<file path="config.mk">
export PLATFORM = sky130hd
export DESIGN_NAME = pwm2_ctrl
export DESIGN_NICKNAME = d
export VERILOG_FILES = /design/src/rtl/pwm2_pkg.sv /design/src/rtl/pwm2_prescaler.sv /design/src/rtl/pwm2_channel.sv /design/src/rtl/pwm2_ctrl.sv
export SDC_FILE = /design/constraint.sdc
export NUM_CORES = 1
export LEC_CHECK = 0
export BUFFER_PORTS_ARGS = -buffer_cell sky130_fd_sc_hd__buf_4
export CAP_MARGIN = 25
export CORE_UTILIZATION = 43
export DETAILED_ROUTE_END_ITERATION = 6
export GPL_TIMING_DRIVEN = 0
export SLEW_MARGIN = 20
export SYNTH_ARGS = -nofsm -noshare
export SYNTH_HDL_FRONTEND = slang
export SYNTH_SLANG_ARGS = --single-unit
</file>
<file path="constraint.sdc">
create_clock -name clk -period 3.8 [get_ports clk]
set_input_delay 0.57 -clock clk [delete_from_list [all_inputs] [get_ports clk]]
set_output_delay 0.57 -clock clk [all_outputs]
set_load 0.005 [all_outputs]
</file>
<file path="src/rtl/pwm2_pkg.sv">
package pwm2_pkg;
  localparam int unsigned CODE_W  = 4;
  localparam int unsigned DIV_W   = 17;
  localparam int unsigned CNT_W   = 16;
  localparam int unsigned FIELD_W = 10;

  typedef struct packed {
    logic [2:0]        spare;
    logic              gate;
    logic              pol;
    logic              en;
    logic [CODE_W-1:0] code;
  } chan_ctrl_t;

  // clocks per tick for a code; 0 marks a reserved code
  function automatic logic [DIV_W-1:0] prescale_div(input logic [CODE_W-1:0] code);
    case (code)
      4'd0:    return DIV_W'(120);
      4'd1:    return DIV_W'(180);
      4'd2:    return DIV_W'(240);
      4'd3:    return DIV_W'(360);
      4'd4:    return DIV_W'(480);
      4'd8:    return DIV_W'(12000);
      4'd9:    return DIV_W'(24000);
      4'd10:   return DIV_W'(36000);
      4'd11:   return DIV_W'(48000);
      4'd12:   return DIV_W'(72000);
      4'd15:   return DIV_W'(1);
      default: return '0;
    endcase
  endfunction

  // control field update: the code is locked while the stored gate is set
  function automatic chan_ctrl_t next_ctrl(input chan_ctrl_t cur, input chan_ctrl_t req);
    chan_ctrl_t r;
    r = req;
    if (cur.gate) r.code = cur.code;
    return r;
  endfunction

  function automatic logic in_duty(input logic [CNT_W-1:0] pos, input logic [CNT_W-1:0] duty);
    return pos < duty;
  endfunction
endpackage

</file>
<file path="src/rtl/pwm2_prescaler.sv">
module pwm2_prescaler
  import pwm2_pkg::*;
(
  input  logic              clk,
  input  logic              rst_n,
  input  logic              run,
  input  logic [CODE_W-1:0] code,
  output logic              valid,
  output logic              tick
);
  logic [DIV_W-1:0] div;
  logic [DIV_W-1:0] cnt;
  logic             bypass;

  assign div    = prescale_div(code);
  assign valid  = (div != '0);
  assign bypass = (div == DIV_W'(1));
  assign tick   = run && valid && (cnt == div - DIV_W'(1));

  always_ff @(posedge clk or negedge rst_n) begin
    if (!rst_n)                   cnt <= '0;
    else if (!run || !valid)      cnt <= '0;
    else if (cnt == div - DIV_W'(1)) cnt <= '0;
    else                          cnt <= cnt + DIV_W'(1);
  end


  tick_spacing_chk: assert property (@(posedge clk) disable iff (!rst_n)
    (tick && !bypass) |=> !tick);
endmodule

</file>
<file path="src/rtl/pwm2_channel.sv">
module pwm2_channel
  import pwm2_pkg::*;
(
  input  logic        clk,
  input  logic        rst_n,
  input  logic        run,
  input  logic        valid,
  input  logic        tick,
  input  logic        pol,
  input  logic        wr,
  input  logic [31:0] wdata,
  output logic [31:0] shadow_word,
  output logic        ready,
  output logic        out
);
  logic [CNT_W-1:0] act_prd, act_dty, sh_prd, sh_dty, pcnt;
  logic             pend;
  logic             on;
  logic             wrap;
  logic             load;
  logic             act_on;

  assign on     = run && valid;
  assign wrap   = tick && (pcnt == act_prd);
  assign load   = pend && (wrap || !on);
  assign act_on = on && in_duty(pcnt, act_dty);
  assign out    = pol ? act_on : !act_on;
  assign ready  = pend;
  assign shadow_word = {sh_prd, sh_dty};

  always_ff @(posedge clk or negedge rst_n) begin
    if (!rst_n) begin
      pcnt    <= '0;
      act_prd <= '0;
      act_dty <= '0;
      sh_prd  <= '0;
      sh_dty  <= '0;
      pend    <= 1'b0;
    end else begin
      if (!on)       pcnt <= '0;
      else if (tick) pcnt <= wrap ? '0 : pcnt + CNT_W'(1);
      if (load) begin
        act_prd <= sh_prd;
        act_dty <= sh_dty;
      end
      if (wr) begin
        sh_prd <= wdata[31:16];
        sh_dty <= wdata[15:0];
        pend   <= 1'b1;
      end else if (load) begin
        pend   <= 1'b0;
      end
    end
  end


  idle_hold_chk: assert property (@(posedge clk) disable iff (!rst_n)
    !on |=> (pcnt == '0));

  pos_bound_chk: assert property (@(posedge clk) disable iff (!rst_n)
    pcnt <= act_prd);

  ready_clear_chk: assert property (@(posedge clk) disable iff (!rst_n)
    $fell(pend) |-> $past(wrap || !on));

  collide_keep_chk: assert property (@(posedge clk) disable iff (!rst_n)
    (wr && wrap) |=> pend);
endmodule

</file>
<file path="src/rtl/pwm2_ctrl.sv">
module pwm2_ctrl
  import pwm2_pkg::*;
#(
  parameter int NCH      = 2,
  parameter int ADDR_W   = 4,
  parameter int STRIDE   = 15,
  parameter int RDY_BASE = 28
) (
  input  logic              clk,
  input  logic              rst_n,
  input  logic              bus_wr,
  input  logic [ADDR_W-1:0] bus_addr,
  input  logic [31:0]       bus_wdata,
  output logic [31:0]       bus_rdata,
  output logic [NCH-1:0]    pwm_out
);
  localparam int WIDX_W = ADDR_W - 2;

  chan_ctrl_t        ctrl_q [NCH];
  logic [WIDX_W-1:0] widx;
  logic              ctrl_wr;
  logic [NCH-1:0]    ready;
  logic [31:0]       shadow_word [NCH];
  logic [31:0]       ctrl_rd;

  assign widx    = bus_addr[ADDR_W-1:2];
  assign ctrl_wr = bus_wr && (widx == '0);

  always_ff @(posedge clk or negedge rst_n) begin
    if (!rst_n) begin
      for (int n = 0; n < NCH; n++) ctrl_q[n] <= '0;
    end else if (ctrl_wr) begin
      for (int n = 0; n < NCH; n++)
        ctrl_q[n] <= next_ctrl(ctrl_q[n], chan_ctrl_t'(bus_wdata[STRIDE*n +: FIELD_W]));
    end
  end

  always_comb begin
    ctrl_rd = '0;
    for (int n = 0; n < NCH; n++) begin
      ctrl_rd[STRIDE*n +: FIELD_W] = ctrl_q[n];
      ctrl_rd[RDY_BASE+n]          = ready[n];
    end
  end

  always_comb begin
    bus_rdata = '0;
    if (widx == '0) bus_rdata = ctrl_rd;
    for (int n = 0; n < NCH; n++)
      if (widx == WIDX_W'(n + 1)) bus_rdata = shadow_word[n];
  end

  for (genvar n = 0; n < NCH; n++) begin : g_ch
    logic run, valid, tick, ch_wr;
    assign run   = ctrl_q[n].en && ctrl_q[n].gate;
    assign ch_wr = bus_wr && (widx == WIDX_W'(n + 1));

    pwm2_prescaler u_pre (
      .clk   (clk),
      .rst_n (rst_n),
      .run   (run),
      .code  (ctrl_q[n].code),
      .valid (valid),
      .tick  (tick)
    );

    pwm2_channel u_ch (
      .clk         (clk),
      .rst_n       (rst_n),
      .run         (run),
      .valid       (valid),
      .tick        (tick),
      .pol         (ctrl_q[n].pol),
      .wr          (ch_wr),
      .wdata       (bus_wdata),
      .shadow_word (shadow_word[n]),
      .ready       (ready[n]),
      .out         (pwm_out[n])
    );


    code_lock_chk: assert property (@(posedge clk) disable iff (!rst_n)
      ctrl_q[n].gate |=> $stable(ctrl_q[n].code));
  end
endmodule

</file>
==> results of run 1 <==
layout by cell type, fill, tap and decap left out, types with 25 or more instances in the layout:
cell type    n
clkbuf_1    69
o211ai_1    25
clkbuf_16   26
nand2_1    113
mux2_1      32
a21oi_1     55
mux2i_1     28
o21ai_0     70
nor4_1      27
nor3_1      32
ha_1        37
inv_1       43
nor2_1      48
xor2_1      54
nand3_1     77
mux2_2      81
dfrtp_1    214
buf_4       88
power by group through the flow:
stage          Sequential (W)  Combinational [W]  Clock, W
2_1_floorplan         0.00317            0.00199         0
3_3_place_gp          0.00332            0.00269         0
3_5_place_dp          0.00335            0.00275         0
4_1_cts               0.00331            0.00285   0.00263
5_1_grt               0.00339            0.00330   0.00272
6_report              0.00332            0.00299   0.00259
area by class of cell:
class | count | area, um2 | area share [%]
antenna | 1 | 2.50 | 0.0161
clock inverter | 6 | 116 | 0.750
inverter | 48 | 183 | 1.18
clock buffer | 37 | 772 | 4.98
timing repair buffer | 86 | 696 | 4.48
tap | 390 | 488 | 3.15
sequential | 216 | 5410 | 34.9
buffer | 99 | 444 | 2.86
multi-input combinational | 1004 | 7400 | 47.7
worst max-delay path by stage:
stage	endpoint	startpoint	slack [ps]
after global routing	pwm_out[1]	ctrl_q[1]	-50
after CTS	pwm_out[1]	ctrl_q[1]	5
after detailed placement	pwm_out[0]	ctrl_q[11]	-520
after global placement	pwm_out[0]	ctrl_q[11]	-490
after floorplan	pwm_out[0]	ctrl_q[10]	410
final	pwm_out[1]	ctrl_q[1]	110
sequential cells by signal, indices dropped and copies added, names as in the netlist:
register,flops
g_ch.u_ch.sh_prd,32
g_ch.u_ch.act_prd,32
g_ch.u_ch.act_dty,32
g_ch.u_ch.sh_dty,32
ctrl_q,20
g_ch.u_pre.cnt,34
g_ch.u_ch.ready,2
g_ch.u_ch.pcnt,32
routing by layer:
metal / vias to the layer above / GRT usage, % / wire, um
met2: 375 / 38.1 / 16800
met5: - / 0 / 0
met1: 5635 / 38.0 / 19000
met4: 0 / 7.09 / 1130
met3: 70 / 3.66 / 2200
li1: 5282 / - / -
cell families (layout without fill, tap and decap cells):
group	count (synthesis)	count (layout)	share of synthesized area, %
buf+inv	151	276	4.66
compound gates	307	307	16.3
mux	142	142	11.8
other cells	0	1	0
fa+ha+maj	40	40	3.78
flops	216	216	40.8
simple gates	439	439	17.6
xor+xnor	76	76	5.03
worst max-delay path, stage by stage, from the launching register on:
cell and delay (ps):
dfrtp_1 380, clkbuf_4 190, inv_2 80, ha_2 260
nand2b_1 160, a32oi_4 310, a21oi_4 110, nor2_4 230
nand2_2 120, nor3_1 240, o31a_1 190, nor4_2 60
buf_4 140, buf_4 120
per-stage QoR:
step | hold slack, ps | power [W] | setup TNS (ps)
after CTS | 256 | 0.00879 | 0
after global placement | 472 | 0.00601 | -4580
after detailed placement | 479 | 0.00610 | -5430
final | 274 | 0.00890 | 0
after floorplan | 274 | 0.00516 | 0
after global routing | 261 | 0.00940 | -55.8
timing repair:
item                       4_1_cts  5_1_grt
hold buffers                     1        0
hold endpoints to repair        54        0
pin swaps                        3       11
resized for setup               27       27
setup endpoints to repair       67      104
buffers inserted                 3       12
==> qor.txt, run 1 <==
Worst setup margin: 111 ps
Worst setup SP type: flop
Htree depth: 1
Nature of the critical path endpoint: primary output
Max FO, Critical Path: 9
Comb pwr share: 33.6%
Die height: 177 um
HPWL after DPL: 28400 um
Site row count: 63
Worst Path Required: 3230 ps
R2R Setup Slk: 200 ps
Clk pwr share: 29.2%
Part of the cycle the worst path needs: 97.1%
Filler cell count in the final layout: 2767
Most frequent cells after synthesis: dfrtp_1 (216), nand2_1 (114), mux2_2 (81)
Shortest period the worst path allows: 3690 ps
CTS Root Cell: clkbuf_16
Max Cap Viol: 0
Routability cong.: 0.839
Die X: 177 um
Hold EP: g_ch[1].u_ch.sh_dty[13]
Die area: 31500 um2
GRT Util Overall: 25.4%
Max transition margin: 42.8%
Vias: 11400
Share of layout cells above drive strength 1: 18.4%
Reg2reg end: g_ch[1].u_ch.act_dty[1]
Clock latency on the worst-skew pair: 540 ps
Maximum clock frequency: 271 MHz
Internal Power: 0.00577 W
Unrepaired setup endpoints after global routing: true
Drt via density: 6.02
Avg Synthesized Cell Area: 9.66 um2
Mapped Nets: 1450
Initial antenna violation count: 1
Final ANT Viol Nets: 0
Number of synthesized register bits: 216
Syn Inst Count: 1371
Design area: 15500 um2
Slew Limit Fails: 0
CTS tree: yes
Placement-stage cell area: 14300 um2
Vias in the first global route: 11200
Synth area leaders: dfrtp_1 (41%), mux2_2 (6.9%), ha_1 (3.8%), xor2_1 (3.6%), nand2_1 (3.2%)
Post-synth top area share: 40.8%
Sw power: 0.00313 W
Initial Utilization: 44.2%
Wire per inst: 20.7 um
Count leader, synth: dfrtp_1
Clock skew: 13.3 ps
Yosys warns: 0
Largest net degree at the start of global routing: 87
Outcome: complete, no violations
Clk slew on worst S/H paths: 60 ps
Hold path start: bus_wdata[13]
Hold Path Depth: 2
Cell area after synthesis: 13200 um2
Worst path arrival time: 3120 ps
Sinks on Clock Net: 216
Sequential-to-total area share from yosys stat: 40.8%
Most used DFF post-synth: dfrtp_1
Util after Layout: 51.8%
Placed insts: 1831
Setup violators final: 0
Reg power frac: 37.3%
Port Buf Inserts: 68
Initial DRC count: 1023
Post-synth cell types: 84
Num CTS Buffers: 26
Largest area contributor in the netlist: dfrtp_1
Endpoints failing hold: 0
Actual slew at the worst max-slew pin: 857 ps
Reg2Reg Depth: 13
Ports: 73
Async SR Flop Fraction: 100%
Final wirelength: 39100 um
DRC: 0
Non-Filler Instances: 1887
First-pass GRT wire length: 63000 um
Setup Slack @ Placement: -524 ps
Hold Path Class: input pin to flop
Final net count: 1560
RR Startpoint: ctrl_q[1]
P_leak: 6.51 nW
TritonRoute pass-1 iters: 6
PwrDens: 573 nW/um2
Core Region: 30000 um2
Peak VDD IR: 0.343 mV
EDFF count, synth: 0
Area growth, synth to finish: 17.1%
Sw Ratio: 35.2%
Longest Clk Path Bufs: 3
Crit Path Category: flop to primary output
Total grt overflow: 0
(Power assumes the default switching activity.)
==> run 2: changes to the inputs <==
- ABC_AREA: not set -> 1
==> run 2 against run 1 <==
Register-to-register slack gained 790 ps. Routed wire length shrank 8.1%. Global-route usage shrank 1.1 points. First-iteration DRC count shrank 11%. Non-clock buffer count shrank 32. Clock power grew 2%. Maximum frequency grew 5.6%. Critical path depth grew 2.
==> qor.txt, run 2 <==
Setup bufs post-CTS: 0
GRT Util Overall: 24.3%
Yosys warns: 0
HPWL after DPL: 27400 um
CTS Root Cell: clkbuf_16
Slew Limit Fails: 0
Part of the cycle the worst path needs: 91.9%
Nature of the critical path endpoint: primary output
Critical path, cell by cell: inv_1 -> ha_1 -> inv_1 -> nand2_2 -> nand3_2 -> nand2_2 -> inv_2 -> nand3_2 -> buf_6 -> nand3_1 -> inv_2 -> nand3_1 -> xor2_1 -> buf_4 -> buf_4
Clock skew: 21.2 ps
Max transition margin: 51.7%
Peak VDD IR: 0.344 mV
Die height: 174 um
Max FO, Critical Path: 10
Clk slew on worst S/H paths: 60 ps
Final wirelength: 36000 um
Number of synthesized register bits: 216
Post-synth cell types: 39
Num CTS Buffers: 26
Sinks on Clock Net: 216
Drt via density: 5.22
First-pass GRT wire length: 59000 um
Count leader, synth: nand2_1
DRC: 0
Filler cell count in the final layout: 2842
Die X: 174 um
Ports: 73
Total grt overflow: 0
Wire per inst: 16.4 um
Mapped Nets: 1768
Final net count: 1869
Syn Inst Count: 1689
Max Cap Viol: 0
TritonRoute pass-1 iters: 6
Ant. Diodes: 0
Worst setup SP type: flop
Sequential-to-total area share from yosys stat: 42.4%
Cell area after synthesis: 12800 um2
Avg Synthesized Cell Area: 7.55 um2
Synth area leaders: dfrtp_1 (42%), nand2_1 (16%), inv_1 (5.4%), nand4_1 (5.1%), nand3_1 (4.1%)
Shortest period the worst path allows: 3490 ps
Actual slew at the worst max-slew pin: 722 ps
P_leak: 7.58 nW
Largest register FFs: 34
Vias: 11400
Hold Path Class: input pin to flop
Initial Utilization: 44.1%
PwrDens: 535 nW/um2
Die area: 30300 um2
CTS tree: yes
Largest net degree at the start of global routing: 99
Async SR Flop Fraction: 100%
Most used DFF post-synth: dfrtp_1
Most frequent cells in the layout: nand2_1 (546), dfrtp_1 (216), inv_1 (181)
Worst Path Required: 3230 ps
Design area: 14800 um2
Most frequent cells after synthesis: nand2_1 (546), dfrtp_1 (216), inv_1 (182)
Largest reg by FF count: g_ch.u_pre.cnt
EDFF count, synth: 0
Clock latency on the worst-skew pair: 550 ps
Vias in the first global route: 11100
Post-synth top area share: 42.4%
Endpoints failing hold: 0
Outcome: complete, no violations
Placement-stage cell area: 13800 um2
Port Buf Inserts: 70
Area growth, synth to finish: 15.8%
Unrepaired setup endpoints after global routing: false
Final setup TNS: 0 ps
R2R Setup Slk: 990 ps
Crit Path Category: flop to primary output
Maximum clock frequency: 286 MHz
CP peak stage delay: 420 ps
Htree depth: 1
Initial antenna violation count: 0
Routability cong.: 0.901
Final ANT Viol Nets: 0
Site row count: 62
Initial DRC count: 910
Worst path slowest cell: dfrtp_1
Core Region: 28900 um2
Largest area contributor in the netlist: dfrtp_1
Setup violators final: 0
Longest Clk Path Bufs: 3
Share of layout cells above drive strength 1: 11.7%
Worst path arrival time: 2920 ps
Commonest non-fill, non-tap cell in the layout: nand2_1
run 2: cell count changes after synthesis, sizes merged, moves of 31 or more:
cell	before	now
inv	46	196
nand4	15	103
nand3	79	112
mux2	114	0
nand2	115	567
o21ai	73	104
a21oi	56	25
nor2	50	111
run 2: metal layers:
layer / global-route usage [%] / wire [um] / up-vias
li1: - / - / 5652
met1: 35.6 / 17100 / 5425
met2: 36.7 / 15500 / 324
met3: 4.72 / 2620 / 46
met4: 6.03 / 707 / 0
met5: 0 / 0 / -
run 2: path summary, 6_finish.rpt:
path,from,to,depth (start not counted)
max reg2reg,ctrl_q[0],g_ch[1].u_ch.pcnt[6],20
max,ctrl_q[0],pwm_out[1],15
min reg2reg,g_ch[0].u_ch.act_dty[13],g_ch[0].u_ch.act_dty[13],2
max in group asynchronous,rst_n,g_ch[0].u_ch.act_prd[11],4
min,bus_wdata[26],g_ch[0].u_ch.sh_prd[10],3
min in group asynchronous,rst_n,g_ch[1].u_ch.pcnt[13],2
run 2: cell families (layout without fill, tap and decap cells):
family | count (synthesis) | in the layout | share of synthesized area (%)
AO/OA/AOI/OAI | 162 | 162 | 7.11
XOR/XNOR | 70 | 70 | 4.81
adder cells (fa/ha/maj) | 40 | 40 | 3.92
buffers and inverters | 277 | 398 | 9.35
flip-flops | 216 | 216 | 42.4
AND/OR/NAND/NOR | 924 | 924 | 32.4
run 2: final cells by class:
type / count / area [um2] / share of cell area, %
Multi-Input combinational cell: 1196 / 6150 / 41.7
Sequential cell: 216 / 5410 / 36.6
Clock buffer: 34 / 761 / 5.15
Inverter: 197 / 744 / 5.04
Timing Repair Buffer: 73 / 598 / 4.05
Tap cell: 384 / 480 / 3.25
Buffer: 80 / 448 / 3.03
Clock inverter: 14 / 171 / 1.16
run 2: metrics by stage:
step | worst slack, ps | power (W) | cells | util, % | hold slack (ps)
final | 306 | 0.00790 | 2194 | 51.0 | 308
after global routing | 109 | 0.00844 | 2194 | 51.0 | 314
after CTS | 141 | 0.00797 | 2194 | 51.0 | 294
after detailed placement | 735 | 0.00530 | 2145 | 47.8 | 459
after global placement | 465 | 0.00523 | 2143 | 47.5 | 460
after floorplan | 1330 | 0.00460 | 1689 | - | 274
run 2: what timing repair did:
item | in CTS | in global routing
endpoints found under the hold margin | 46 | 0
endpoints found under the setup margin | 0 | 1
hold buffers | 1 | 0
resized for setup | 0 | 1
run 2: where the power goes:
part	leakage [nW]	internal (W)	switching, W
Combinational	4.31	0.000833	0.00133
Sequential	2.82	0.00272	0.000372
Clock	0.455	0.00162	0.00102
run 2: worst max-delay path: cells and delay by family (launching register included):
| family | cells | cell delay [ps] |
|---|---|---|
| and+or+nand+nor | 6 | 640 |
| adders and majority gates | 1 | 240 |
| buffers and inverters | 7 | 850 |
| xor gates and xnor gates | 1 | 220 |
| DFF | 1 | 420 |
==> run 3: changes to the inputs <==
- CORE_UTILIZATION: 43 -> 35
==> run 3 against run 2 <==
The run now ends with design-rule violations left. Die area rose by 23%. Setup slack lost 110 ps. Largest power group unchanged. Via count rose by 0.69%. Register-to-register slack worse by 100 ps. Clock skew is 10 ps lower. Count of clock-buffer cells in the layout grew 1. Sequential cell count unchanged. First-iteration DRC count is 10% higher. Critical path type unchanged. Highest routed layer is now met5. Power rose by 0.82%. Critical endpoint is now pwm_out[0]. Largest cell class unchanged. Final cell count rose by 3.5%.
==> qor.txt, run 3 (synthesized netlist as in run 2, its figures left out) <==
Outcome: finished with violations
Failing checks: design-rule violations
Slew Limit Fails: 0
Commonest non-fill, non-tap cell in the layout: nand2_1
Setup violators final: 0
Ports: 73
WL met3: 2810 um
Max FO, Critical Path: 10
Worst Path Required: 3230 ps
Most frequent cells in the layout: nand2_1 (546), dfrtp_1 (216), inv_1 (182)
P_leak: 7.58 nW
Drt via density: 5.08
CTS Root Cell: clkbuf_16
DR top layer: met5
HPWL after DPL: 27900 um
Nature of the critical path endpoint: primary output
Setup bufs post-CTS: 0
Peak VDD IR: 0.381 mV
Area growth, synth to finish: 16.5%
Largest register FFs: 34
CTS tree: yes
Maximum clock frequency: 278 MHz
PwrDens: 536 nW/um2
Worst setup SP type: flop
Endpoints failing hold: 0
Longest Clk Path Bufs: 3
Port Buf Inserts: 70
Die height: 193 um
Clock skew: 11.1 ps
Share of layout cells above drive strength 1: 11.4%
Initial antenna violation count: 0
Num CTS Buffers: 26
Vias in the first global route: 10900
Shortest period the worst path allows: 3600 ps
Setup Slack @ Placement: 746 ps
Final net count: 1869
Wl on met1: 17100 um
Worst path arrival time: 3030 ps
R2R Setup Slk: 890 ps
Vias: 11500
Largest net degree at the start of global routing: 95
Post-CTS Hold Fix Bufs: 1
Routability cong.: 0.884
Final Total Pwr: 0.00797 W
Die area: 37200 um2
First-pass GRT wire length: 57900 um
Site row count: 69
DRC: 5
Crit Path Category: flop to primary output
GRT Util Overall: 19.9%
CTS resizes: 0
DR WL met2: 15400 um
Worst setup margin: 200 ps
Actual slew at the worst max-slew pin: 742 ps
Final ANT Viol Nets: 0
Wire per inst: 16.0 um
Non-Filler Instances: 2271
Placed insts: 2222
TritonRoute pass-1 iters: 7
Sinks on Clock Net: 216
Clk slew on worst S/H paths: 60 ps
Initial Utilization: 35.7%
Die X: 193 um
Part of the cycle the worst path needs: 94.7%
Final wirelength: 36300 um
Core Region: 35700 um2
Max transition margin: 50.6%
Initial DRC count: 1005
Largest reg by FF count: g_ch.u_pre.cnt
Final Hold Slack: 331 ps
Unrepaired setup endpoints after global routing: false
Total grt overflow: 0
Ant. Diodes: 0
Clock latency on the worst-skew pair: 540 ps
Max Cap Viol: 0
Htree depth: 1
Hold Path Class: input pin to flop
Final setup TNS: 0 ps
[run 3: cell types whose count changed in the layout (fill, tap and decap cells not counted), sizes merged]
cell    before  now
clkinv       9    6
clkbuf      80   81
bufinv       3    5
[run 3: critical path, stage by stage (launching register included)]
cell     delay (ps)
dfrtp_1         430
inv_1           160
ha_1            190
inv_1            50
nand2_2         120
nand2_1         140
nor2_4          230
nor2_8           80
nand2_8          90
nand3_1         120
inv_2           200
nand3_1         170
xor2_1          260
buf_4           150
buf_4            90
[run 3: final cells by class]
class,instances,area [um2]
multi-input cells,1196,6150
flip-flops and latches,216,5410
plain buffers,80,448
well taps,461,577
clock inverters,13,209
fillers,3711,20900
clock buffers,35,724
inverters,197,744
repair buffers,73,598
[run 3: metal layers]
metal	vias to the layer above	GRT usage (%)
met4	2	5.88
met5	-	2.06
met1	5458	28.2
met3	49	4.47
met2	361	29.8
li1	5656	-
[run 3: worst paths after layout]
| check | from | to | cells past startpoint |
|---|---|---|---|
| hold reg to reg | g_ch[0].u_ch.act_dty[8] | g_ch[0].u_ch.act_dty[8] | 2 |
| max in group asynchronous | rst_n | g_ch[0].u_ch.act_prd[8] | 4 |
| hold / removal | bus_wdata[14] | g_ch[0].u_ch.sh_dty[14] | 3 |
| setup / recovery | ctrl_q[10] | pwm_out[0] | 14 |
| min in group asynchronous | rst_n | g_ch[1].u_ch.pcnt[14] | 2 |
| setup reg to reg | ctrl_q[10] | g_ch[0].u_ch.pcnt[12] | 18 |
[run 3: metrics by stage]
step | utilization [%] | instance area [um2]
after floorplan | - | 12800
after global placement | 38.8 | 13900
after detailed placement | 38.9 | 13900
after CTS | 41.6 | 14900
after global routing | 41.6 | 14900
final | 41.6 | 14900
[run 3: where the power goes]
part	total [W]	internal [W]	switching [W]
logic	0.00218	0.000833	0.00134
clock network	0.00271	0.00168	0.00103
registers	0.00309	0.00272	0.000362
